**src/rtl/accel_ctx_pkg.sv**
```systemverilog
package accel_ctx_pkg;
  localparam int KIND_FILT = 0;
  localparam int KIND_COMB = 1;
  localparam int KIND_CORR = 2;
  localparam int KIND_EST  = 3;

  localparam logic [3:0] REG_CMD    = 4'h0;
  localparam logic [3:0] REG_LEN    = 4'h1;
  localparam logic [3:0] REG_SRC    = 4'h2;
  localparam logic [3:0] REG_DST    = 4'h3;
  localparam logic [3:0] REG_SRREQ  = 4'h4;
  localparam logic [3:0] REG_STATUS = 4'h5;

  localparam logic [15:0] COMB_BIAS = 16'h0101;
  localparam logic [15:0] CORR_KEY  = 16'h5A5A;

  function automatic bit kind_stateful(input int kind);
    return (kind == KIND_FILT) || (kind == KIND_EST);
  endfunction
endpackage

```
**src/rtl/ctx_bus_regs.sv**
```systemverilog
module ctx_bus_regs
  import accel_ctx_pkg::*;
#(
  parameter int DW   = 16,
  parameter int AW   = 10,
  parameter int RAW  = 4,
  parameter int FN_W = 2,
  parameter int LW   = AW + 1
) (
  input  logic            clk,
  input  logic            rst,
  input  logic            bus_cs,
  input  logic [RAW-1:0]  bus_addr,
  input  logic [DW-1:0]   bus_wdata,
  input  logic            bus_wr,
  input  logic            bus_rd,
  output logic [DW-1:0]   bus_rdata,
  input  logic            busy,
  input  logic [FN_W-1:0] loaded_fn,
  input  logic            set_done,
  input  logic            set_sv,
  input  logic            set_rs,
  input  logic            set_err,
  output logic            start_req,
  output logic            save_req,
  output logic            restore_req,
  output logic [FN_W-1:0] req_fn,
  output logic [LW-1:0]   len_q,
  output logic [AW-1:0]   src_q,
  output logic [AW-1:0]   dst_q
);
  logic            wr_hit, clr_sticky;
  logic [FN_W-1:0] cmd_fn_q, sr_fn_q;
  logic            done_q, sv_q, rs_q, err_q;
  logic            unused_hi;

  assign wr_hit      = bus_cs && bus_wr;
  assign req_fn      = bus_wdata[2 +: FN_W];
  assign start_req   = wr_hit && (bus_addr == RAW'(REG_CMD)) && bus_wdata[0];
  assign save_req    = wr_hit && (bus_addr == RAW'(REG_SRREQ)) && bus_wdata[0];
  assign restore_req = wr_hit && (bus_addr == RAW'(REG_SRREQ)) && bus_wdata[1];
  assign clr_sticky  = wr_hit && (bus_addr == RAW'(REG_STATUS));
  assign unused_hi   = ^bus_wdata[DW-1:LW];

  always_ff @(posedge clk) begin
    if (rst) begin
      len_q    <= '0;
      src_q    <= '0;
      dst_q    <= '0;
      cmd_fn_q <= '0;
      sr_fn_q  <= '0;
    end else if (wr_hit) begin
      case (bus_addr)
        RAW'(REG_CMD):   cmd_fn_q <= req_fn;
        RAW'(REG_LEN):   len_q    <= bus_wdata[LW-1:0];
        RAW'(REG_SRC):   src_q    <= bus_wdata[AW-1:0];
        RAW'(REG_DST):   dst_q    <= bus_wdata[AW-1:0];
        RAW'(REG_SRREQ): sr_fn_q  <= req_fn;
        default: ;
      endcase
    end
  end

  always_ff @(posedge clk) begin
    if (rst) begin
      done_q <= 1'b0;
      sv_q   <= 1'b0;
      rs_q   <= 1'b0;
      err_q  <= 1'b0;
    end else begin
      done_q <= set_done || (done_q && !clr_sticky);
      sv_q   <= set_sv   || (sv_q   && !clr_sticky);
      rs_q   <= set_rs   || (rs_q   && !clr_sticky);
      err_q  <= set_err  || (err_q  && !clr_sticky);
    end
  end

  always_ff @(posedge clk) begin
    if (rst) begin
      bus_rdata <= '0;
    end else if (bus_cs && bus_rd) begin
      case (bus_addr)
        RAW'(REG_CMD):    bus_rdata <= DW'({cmd_fn_q, 2'b00});
        RAW'(REG_LEN):    bus_rdata <= DW'(len_q);
        RAW'(REG_SRC):    bus_rdata <= DW'(src_q);
        RAW'(REG_DST):    bus_rdata <= DW'(dst_q);
        RAW'(REG_SRREQ):  bus_rdata <= DW'({sr_fn_q, 2'b00});
        RAW'(REG_STATUS): bus_rdata <= DW'({loaded_fn, err_q, rs_q, sv_q, done_q, busy});
        default:          bus_rdata <= '0;
      endcase
    end
  end
endmodule

```
**src/rtl/ctx_fn_slot.sv**
```systemverilog
module ctx_fn_slot
  import accel_ctx_pkg::*;
#(
  parameter int DW   = 16,
  parameter int KIND = 0,
  parameter int SW   = 2,
  parameter int IW   = 1
) (
  input  logic          clk,
  input  logic          rst,
  input  logic          clr,
  input  logic          sel,
  input  logic          in_valid,
  input  logic [DW-1:0] x,
  input  logic          ld_en,
  input  logic [IW-1:0] ld_idx,
  input  logic [DW-1:0] ld_data,
  input  logic [IW-1:0] st_idx,
  output logic [DW-1:0] st_data,
  output logic [DW-1:0] y,
  output logic          y_valid
);
  assign y_valid = in_valid && sel;

  generate
    if (kind_stateful(KIND)) begin : g_stateful
      logic [DW-1:0] st_q [SW];
      logic [DW-1:0] acc_n;

      always_comb begin
        if (KIND == KIND_FILT) begin
          acc_n = st_q[0] + x;
          y     = acc_n + st_q[1];
        end else begin
          acc_n = st_q[0] + (x >> 1);
          y     = acc_n - st_q[1];
        end
      end

      always_ff @(posedge clk) begin
        if (rst || clr) begin
          for (int i = 0; i < SW; i++) st_q[i] <= '0;
        end else if (ld_en) begin
          st_q[ld_idx] <= ld_data;
        end else if (y_valid) begin
          st_q[0] <= acc_n;
          st_q[1] <= x;
        end
      end

      assign st_data = st_q[st_idx];
    end else begin : g_stateless
      logic unused_sl;
      assign unused_sl = ^{clk, rst, clr, ld_en, ld_idx, ld_data, st_idx};
      assign st_data   = '0;
      assign y = (KIND == KIND_COMB) ? (x + DW'(COMB_BIAS)) : (x ^ DW'(CORR_KEY));
    end
  endgenerate
endmodule

```
**src/rtl/ctx_state_ram.sv**
```systemverilog
module ctx_state_ram #(
  parameter int DW    = 16,
  parameter int DEPTH = 8,
  parameter int MAW   = 3
) (
  input  logic           clk,
  input  logic           we,
  input  logic [MAW-1:0] waddr,
  input  logic [DW-1:0]  wdata,
  input  logic           re,
  input  logic [MAW-1:0] raddr,
  output logic [DW-1:0]  rdata
);
  logic [DW-1:0] mem [DEPTH];

  always_ff @(posedge clk) begin
    if (we) mem[waddr] <= wdata;
    if (re) rdata <= mem[raddr];
  end
endmodule

```
**src/rtl/ctx_sr_seq.sv**
```systemverilog
module ctx_sr_seq #(
  parameter int DW   = 16,
  parameter int FN_W = 2,
  parameter int SW   = 2,
  parameter int IW   = 1,
  parameter int MAW  = 3,
  parameter int CW   = $clog2(SW + 1)
) (
  input  logic            clk,
  input  logic            rst,
  input  logic            save_go,
  input  logic            restore_go,
  input  logic [FN_W-1:0] fn_in,
  output logic            busy,
  output logic [FN_W-1:0] tgt_fn,
  output logic [IW-1:0]   st_idx,
  input  logic [DW-1:0]   st_data,
  output logic            mem_we,
  output logic [MAW-1:0]  mem_waddr,
  output logic [DW-1:0]   mem_wdata,
  output logic            mem_re,
  output logic [MAW-1:0]  mem_raddr,
  input  logic [DW-1:0]   mem_rdata,
  output logic            ld_en,
  output logic [IW-1:0]   ld_idx,
  output logic [DW-1:0]   ld_data,
  output logic            save_done,
  output logic            restore_done
);
  typedef enum logic [1:0] {SQ_IDLE, SQ_SAVE, SQ_LOAD} sq_e;

  sq_e            state_q;
  logic [CW-1:0]  cnt_q, iss_q;
  logic           pend_q;
  logic [IW-1:0]  pidx_q;
  logic [MAW-1:0] base;

  assign busy         = (state_q != SQ_IDLE);
  assign base         = MAW'(tgt_fn) * MAW'(SW);
  assign st_idx       = cnt_q[IW-1:0];
  assign mem_we       = (state_q == SQ_SAVE);
  assign mem_waddr    = base + MAW'(cnt_q);
  assign mem_wdata    = st_data;
  assign mem_re       = (state_q == SQ_LOAD) && (iss_q < CW'(SW));
  assign mem_raddr    = base + MAW'(iss_q);
  assign ld_en        = pend_q;
  assign ld_idx       = pidx_q;
  assign ld_data      = mem_rdata;
  assign save_done    = mem_we && (cnt_q == CW'(SW - 1));
  assign restore_done = ld_en && (pidx_q == IW'(SW - 1));

  always_ff @(posedge clk) begin
    if (rst) begin
      state_q <= SQ_IDLE;
      tgt_fn  <= '0;
      cnt_q   <= '0;
      iss_q   <= '0;
      pend_q  <= 1'b0;
      pidx_q  <= '0;
    end else begin
      pend_q <= mem_re;
      pidx_q <= iss_q[IW-1:0];
      case (state_q)
        SQ_IDLE: begin
          if (save_go) begin
            state_q <= SQ_SAVE;
            tgt_fn  <= fn_in;
            cnt_q   <= '0;
          end else if (restore_go) begin
            state_q <= SQ_LOAD;
            tgt_fn  <= fn_in;
            iss_q   <= '0;
          end
        end
        SQ_SAVE: begin
          cnt_q <= cnt_q + CW'(1);
          if (save_done) state_q <= SQ_IDLE;
        end
        SQ_LOAD: begin
          if (mem_re) iss_q <= iss_q + CW'(1);
          if (restore_done) state_q <= SQ_IDLE;
        end
        default: state_q <= SQ_IDLE;
      endcase
    end
  end
endmodule

```
**src/rtl/accel_ctx_shell.sv**
```systemverilog
module accel_ctx_shell
  import accel_ctx_pkg::*;
#(
  parameter int DW     = 16,
  parameter int AW     = 10,
  parameter int RAW    = 4,
  parameter int NUM_FN = 4,
  parameter int SW     = 2
) (
  input  logic           clk,
  input  logic           rst,
  input  logic           bus_cs,
  input  logic [RAW-1:0] bus_addr,
  input  logic [DW-1:0]  bus_wdata,
  input  logic           bus_wr,
  input  logic           bus_rd,
  output logic [DW-1:0]  bus_rdata,
  output logic           in_en,
  output logic           in_we,
  output logic [AW-1:0]  in_addr,
  input  logic [DW-1:0]  in_rdata,
  output logic           out_en,
  output logic           out_we,
  output logic [AW-1:0]  out_addr,
  output logic [DW-1:0]  out_wdata
);
  localparam int FN_W  = $clog2(NUM_FN);
  localparam int LW    = AW + 1;
  localparam int IW    = (SW > 1) ? $clog2(SW) : 1;
  localparam int DEPTH = NUM_FN * SW;
  localparam int MAW   = $clog2(DEPTH);

  logic            start_req, save_req, restore_req;
  logic [FN_W-1:0] req_fn, loaded_q, run_fn;
  logic [LW-1:0]   len_q, rd_cnt, wr_cnt;
  logic [AW-1:0]   src_q, dst_q;
  logic            run_on, v1, run_done, busy;
  logic            start_ok, save_ok, rest_ok, set_err, req_stateful, swap_clr;
  logic            sr_busy, sr_ld_en, save_done, restore_done;
  logic [FN_W-1:0] sr_tgt;
  logic [IW-1:0]   sr_st_idx, sr_ld_idx;
  logic [DW-1:0]   sr_st_data, sr_ld_data;
  logic            m_we, m_re;
  logic [MAW-1:0]  m_waddr, m_raddr;
  logic [DW-1:0]   m_wdata, m_rdata;
  logic [DW-1:0]   slot_y [NUM_FN];
  logic [DW-1:0]   slot_st [NUM_FN];
  logic [DW-1:0]   gated_y [NUM_FN];
  logic [NUM_FN-1:0] slot_v;
  logic [DW-1:0]   mux_y;
  logic            mux_valid;

  assign in_we        = 1'b0;
  assign busy         = run_on || sr_busy;
  assign req_stateful = kind_stateful(int'(req_fn) % 4);
  assign start_ok     = start_req && !busy && (len_q != '0);
  assign save_ok      = save_req && !restore_req && !busy && req_stateful && (req_fn == loaded_q);
  assign rest_ok      = restore_req && !save_req && !busy && req_stateful;
  assign set_err      = (start_req && !start_ok) || (save_req && !save_ok) ||
                        (restore_req && !rest_ok);
  assign swap_clr     = (start_ok || rest_ok) && (req_fn != loaded_q);
  assign run_done     = mux_valid && (wr_cnt == len_q - LW'(1));

  ctx_bus_regs #(.DW(DW), .AW(AW), .RAW(RAW), .FN_W(FN_W), .LW(LW)) u_regs (
    .clk, .rst, .bus_cs, .bus_addr, .bus_wdata, .bus_wr, .bus_rd, .bus_rdata,
    .busy, .loaded_fn(loaded_q), .set_done(run_done), .set_sv(save_done),
    .set_rs(restore_done), .set_err, .start_req, .save_req, .restore_req,
    .req_fn, .len_q, .src_q, .dst_q
  );

  ctx_sr_seq #(.DW(DW), .FN_W(FN_W), .SW(SW), .IW(IW), .MAW(MAW)) u_seq (
    .clk, .rst, .save_go(save_ok), .restore_go(rest_ok), .fn_in(req_fn),
    .busy(sr_busy), .tgt_fn(sr_tgt), .st_idx(sr_st_idx), .st_data(sr_st_data),
    .mem_we(m_we), .mem_waddr(m_waddr), .mem_wdata(m_wdata),
    .mem_re(m_re), .mem_raddr(m_raddr), .mem_rdata(m_rdata),
    .ld_en(sr_ld_en), .ld_idx(sr_ld_idx), .ld_data(sr_ld_data),
    .save_done, .restore_done
  );

  ctx_state_ram #(.DW(DW), .DEPTH(DEPTH), .MAW(MAW)) u_sram (
    .clk, .we(m_we), .waddr(m_waddr), .wdata(m_wdata),
    .re(m_re), .raddr(m_raddr), .rdata(m_rdata)
  );

  assign sr_st_data = slot_st[sr_tgt];

  generate
    for (genvar k = 0; k < NUM_FN; k++) begin : g_slot
      ctx_fn_slot #(.DW(DW), .KIND(k % 4), .SW(SW), .IW(IW)) u_fn (
        .clk, .rst, .clr(swap_clr),
        .sel(run_on && (run_fn == FN_W'(k))),
        .in_valid(v1), .x(in_rdata),
        .ld_en(sr_ld_en && (sr_tgt == FN_W'(k))), .ld_idx(sr_ld_idx), .ld_data(sr_ld_data),
        .st_idx(sr_st_idx), .st_data(slot_st[k]),
        .y(slot_y[k]), .y_valid(slot_v[k])
      );
      assign gated_y[k] = slot_v[k] ? slot_y[k] : '0;
    end
  endgenerate

  always_comb begin
    mux_y = '0;
    for (int k = 0; k < NUM_FN; k++) mux_y = mux_y | gated_y[k];
  end
  assign mux_valid = |slot_v;

  always_ff @(posedge clk) begin
    if (rst) begin
      run_on    <= 1'b0;
      run_fn    <= '0;
      loaded_q  <= '0;
      rd_cnt    <= '0;
      wr_cnt    <= '0;
      v1        <= 1'b0;
      in_en     <= 1'b0;
      in_addr   <= '0;
      out_en    <= 1'b0;
      out_we    <= 1'b0;
      out_addr  <= '0;
      out_wdata <= '0;
    end else begin
      v1     <= in_en;
      in_en  <= 1'b0;
      out_en <= 1'b0;
      out_we <= 1'b0;
      if (start_ok || rest_ok) loaded_q <= req_fn;
      if (start_ok) begin
        run_on <= 1'b1;
        run_fn <= req_fn;
        rd_cnt <= '0;
        wr_cnt <= '0;
      end else if (run_on) begin
        if (rd_cnt < len_q) begin
          in_en   <= 1'b1;
          in_addr <= src_q + rd_cnt[AW-1:0];
          rd_cnt  <= rd_cnt + LW'(1);
        end
        if (mux_valid) begin
          out_en    <= 1'b1;
          out_we    <= 1'b1;
          out_addr  <= dst_q + wr_cnt[AW-1:0];
          out_wdata <= mux_y;
          wr_cnt    <= wr_cnt + LW'(1);
          if (run_done) run_on <= 1'b0;
        end
      end
    end
  end
endmodule

```
**config.mk**
```make
export PLATFORM = sky130hd
export DESIGN_NAME = accel_ctx_shell
export DESIGN_NICKNAME = d
export VERILOG_FILES = /design/src/rtl/accel_ctx_pkg.sv /design/src/rtl/ctx_bus_regs.sv /design/src/rtl/ctx_fn_slot.sv /design/src/rtl/ctx_state_ram.sv /design/src/rtl/ctx_sr_seq.sv /design/src/rtl/accel_ctx_shell.sv
export SDC_FILE = /design/constraint.sdc
export NUM_CORES = 1
export LEC_CHECK = 0
export BUFFER_PORTS_ARGS = -buffer_cell sky130_fd_sc_hd__buf_4
export CORE_ASPECT_RATIO = 2
export CORE_MARGIN = 5
export CORE_UTILIZATION = 40
export CTS_CLUSTER_SIZE = 25
export DETAILED_ROUTE_END_ITERATION = 12
export GPL_ROUTABILITY_DRIVEN = 0
export PLACE_DENSITY = 0.63
export SYNTH_ARGS = -nofsm -noshare
export SYNTH_HDL_FRONTEND = slang
export SYNTH_SLANG_ARGS = --single-unit
```
**constraint.sdc**
```tcl
create_clock -name clk -period 5 [get_ports clk]
set_input_delay 0.75 -clock clk [delete_from_list [all_inputs] [get_ports clk]]
set_output_delay 0.75 -clock clk [all_outputs]
set_load 0.005 [all_outputs]
```
==> results.sh <==
export IMPL_synth_flop_cell="edfxtp_1"
export IMPL_wl_per_cell_um=20.6
export IMPL_crit_type="flop to flop"
export IMPL_ys_warn_count=0
export IMPL_synth_cell_type_count=88
export IMPL_syn_area_mm2=0.0183
export IMPL_cts_root_buf="clkbuf_16"
export IMPL_drive_above_1_share_pct=14.4
export IMPL_route_vias_total=13423
export IMPL_crit_path_top_delay_cell="fa_1"
export IMPL_drc=0
export IMPL_final_common_cell="edfxtp_1"
export IMPL_maxSlewHeadroom_pct=27.3
export IMPL_path_cells="ha_1, fa_1, a21o_1, a21oi_1, o21bai_1, a21oi_1, o21bai_1, xor2_1, ha_1, and3_1, a2111oi_0, buf_4, a211oi_1, or3_1, and3b_1, mux2i_1, o21ai_1"
export IMPL_fin_crit_sh_pct=86.1
export IMPL_areaGrowthSynthToFinish_pct=13.1
export IMPL_postCtsHoldBufs=0
export IMPL_io_pins=97
export IMPL_crit_path_end_kind="flop"
export IMPL_syn_area_per_cell_um2=10.8
export IMPL_cts_resized=0
export IMPL_wirelength_mm=48.3
export IMPL_synth_edf_count=208
export IMPL_drtIter0Drc=1064
export IMPL_peakVddDrop_mv=0.280
export IMPL_fin_skew_ns=0.0296
export IMPL_via_per_inst=5.71
export IMPL_worstPathRequired_ns=5.41
export IMPL_critPathArrivalTime_ns=4.71
export IMPL_ant_nets=0
export IMPL_yosys_register_bits=335
export IMPL_tns_ns=0
export IMPL_cts_path_max_buffers=3
export IMPL_die_h_um=312
export IMPL_synthArstFlopShare_pct=0
export IMPL_final_cell_mix="edfxtp_1 (208), nand2_1 (151), a21oi_1 (133)"
export IMPL_grt_pass1_vias=13103
export IMPL_cts_buffers=35
export IMPL_h_tree_depth=2
export IMPL_hold_violations=0
export IMPL_synthCells=1689
export IMPL_max_freq_mhz=232
export IMPL_yosysTopAreaCellShare_pct=34.1
export IMPL_clk_pin_slew_ns=0.06
export IMPL_setup_viol=0
export IMPL_cp_max_fo=4
export IMPL_ys_seq_area_share_pct=48.0
export IMPL_grt_max_degree=78
export IMPL_cts_setup_buffers=0
export IMPL_initial_core_util_pct=40.2
export IMPL_dieWidth_um=161
export IMPL_hold_slack_ns=0.452
export IMPL_power_leakage_nw=7.53
export IMPL_synth_area_leader_cell="edfxtp_1"
export IMPL_grt_overflow=0
export IMPL_drv_slew=0
export IMPL_dieArea_mm2=0.0504
export IMPL_path_delay_family="compound AO/OA/AOI/OAI gates"
export IMPL_holdCritPathClass="flop to flop"
export IMPL_period_needed_ns=4.31
export IMPL_cts_tree="built"
export IMPL_antenna_found_initial=0
export IMPL_dp_hpwl_mm=34.8
export IMPL_rsz0062_at_grt="false"
export IMPL_ys_top_cells_by_area="edfxtp_1 (34%), dfxtp_1 (14%), ha_1 (6.6%)"
export IMPL_drt_first_pass_iters=6
export IMPL_tightest_slew_ns=1.08
export IMPL_clk_latency_ns=0.54
export IMPL_grt_usage_pct=18.8
export IMPL_grt_pass1_wl_mm=75.4
export IMPL_io_buffers=85
export IMPL_cap_viol_max_count=0
export IMPL_diodes=0
export IMPL_status="finished, final reports clean"
export IMPL_cts_sinks=335
export IMPL_rows=111
export IMPL_core_mm2=0.0456
export IMPL_path_buf_inv=1
export IMPL_startpoint_type="flop"
export IMPL_finalNetCount=1903
export IMPL_powerDensity_mw_per_mm2=306
export IMPL_cp_slowest_stage_delay_ns=0.44
[path summary, 6_finish.rpt]
check,from,to,slack [ns],cells past startpoint
max,g_slot[3].u_fn.g_stateful.st_q[0][0]$_DFFE_PP_,out_wdata[15]$_SDFFE_PP0P_,0.69,17
min,u_regs.bus_rdata[10]$_SDFFE_PP0P_,u_regs.bus_rdata[10]$_SDFFE_PP0P_,0.45,2
max reg2reg,g_slot[3].u_fn.g_stateful.st_q[0][0]$_DFFE_PP_,out_wdata[15]$_SDFFE_PP0P_,0.69,17
min reg2reg,u_regs.bus_rdata[10]$_SDFFE_PP0P_,u_regs.bus_rdata[10]$_SDFFE_PP0P_,0.45,2
[per-stage QoR]
stage	power, W	setup slack (ns)	area [um^2]	cells	util (%)
5_1_grt	0.00656	0.288	20700	2349	45.4
2_1_floorplan	0.00350	0.698	18300	1694	-
4_1_cts	0.00638	0.695	20700	2349	45.4
3_3_place_gp	0.00369	0.269	19500	2288	42.9
3_5_place_dp	0.00370	0.292	19500	2288	42.9
6_report	0.00632	0.695	20700	2349	45.4
[sequential cells by signal, summed over array words and instances (netlist names), 2 cells and up, named ones only]
| signal | cells |
|---|---|
| u_seq.iss_q | 2 |
| out_addr | 10 |
| u_regs.sr_fn_q | 2 |
| in_addr | 10 |
| u_sram.mem | 128 |
| out_wdata | 16 |
| loaded_q | 2 |
| u_regs.bus_rdata | 11 |
| u_seq.state_q | 2 |
| u_sram.rdata | 16 |
| rd_cnt | 11 |
| u_seq.cnt_q | 2 |
| g_slot.u_fn.g_stateful.st_q | 64 |
| wr_cnt | 11 |
| run_fn | 2 |
| u_regs.dst_q | 10 |
| u_regs.len_q | 11 |
| u_regs.src_q | 10 |
| u_regs.cmd_fn_q | 2 |
| u_seq.tgt_fn | 2 |
[report_power, final]
| group | internal, W | leakage (nW) | total [W] | switching (W) |
|---|---|---|---|---|
| Clock | 0.00156 | 0.580 | 0.00268 | 0.00111 |
| Sequential | 0.00294 | 2.99 | 0.00296 | 0.0000163 |
| Combinational | 0.000276 | 3.96 | 0.000688 | 0.000412 |
[tightest hold or removal path, cell delays in order, from the launching register on]
cell and delay, ns:
dfxtp_1 0.31, nand2_1 0.05, a21oi_1 0.05
[kinds of logic (layout without fill, tap and decap cells)]
logic type	after synthesis	count (layout)	share of synthesized area, %
AOI/OAI and AO/OA	425	425	15.6
xor gates and xnor gates	108	108	5.17
adders and majority gates	102	102	7.22
buffers and inverters	162	252	3.80
DFF	335	335	48.0
muxes	107	107	8.38
other	1	6	0.0205
and+or+nand+nor	449	449	11.8
[layer usage]
layer	wire [um]	vias to the layer above	track usage [%]
met3	2540	81	2.61
met4	1370	0	5.59
li1	-	6418	-
met5	0	-	0
met1	21900	6543	26.4
met2	22500	381	30.3
[synth_stat cells (all sizes together), types with 13 or more instances]
library cell	count
ha	96
nor2	123
xnor2	76
a21o	25
nand3	31
nor2b	17
mux2	19
dfxtp	127
clkbuf	61
xor2	32
a21oi	133
nor3	37
mux2i	53
nand2	152
mux4	35
o22ai	18
nand2b	17
a211oi	16
edfxtp	208
o21ai	65
a22o	64
inv	75
buf	26
a31oi	13
[cell type report]
type	count	area, um^2
well taps	565	707
multi-input cells	1197	8870
clock buffers	43	946
flip-flops and latches	335	8790
inverters	75	282
repair buffers	116	871
clock inverters	18	226
fillers	4300	24900
(Power assumes the default switching activity.)
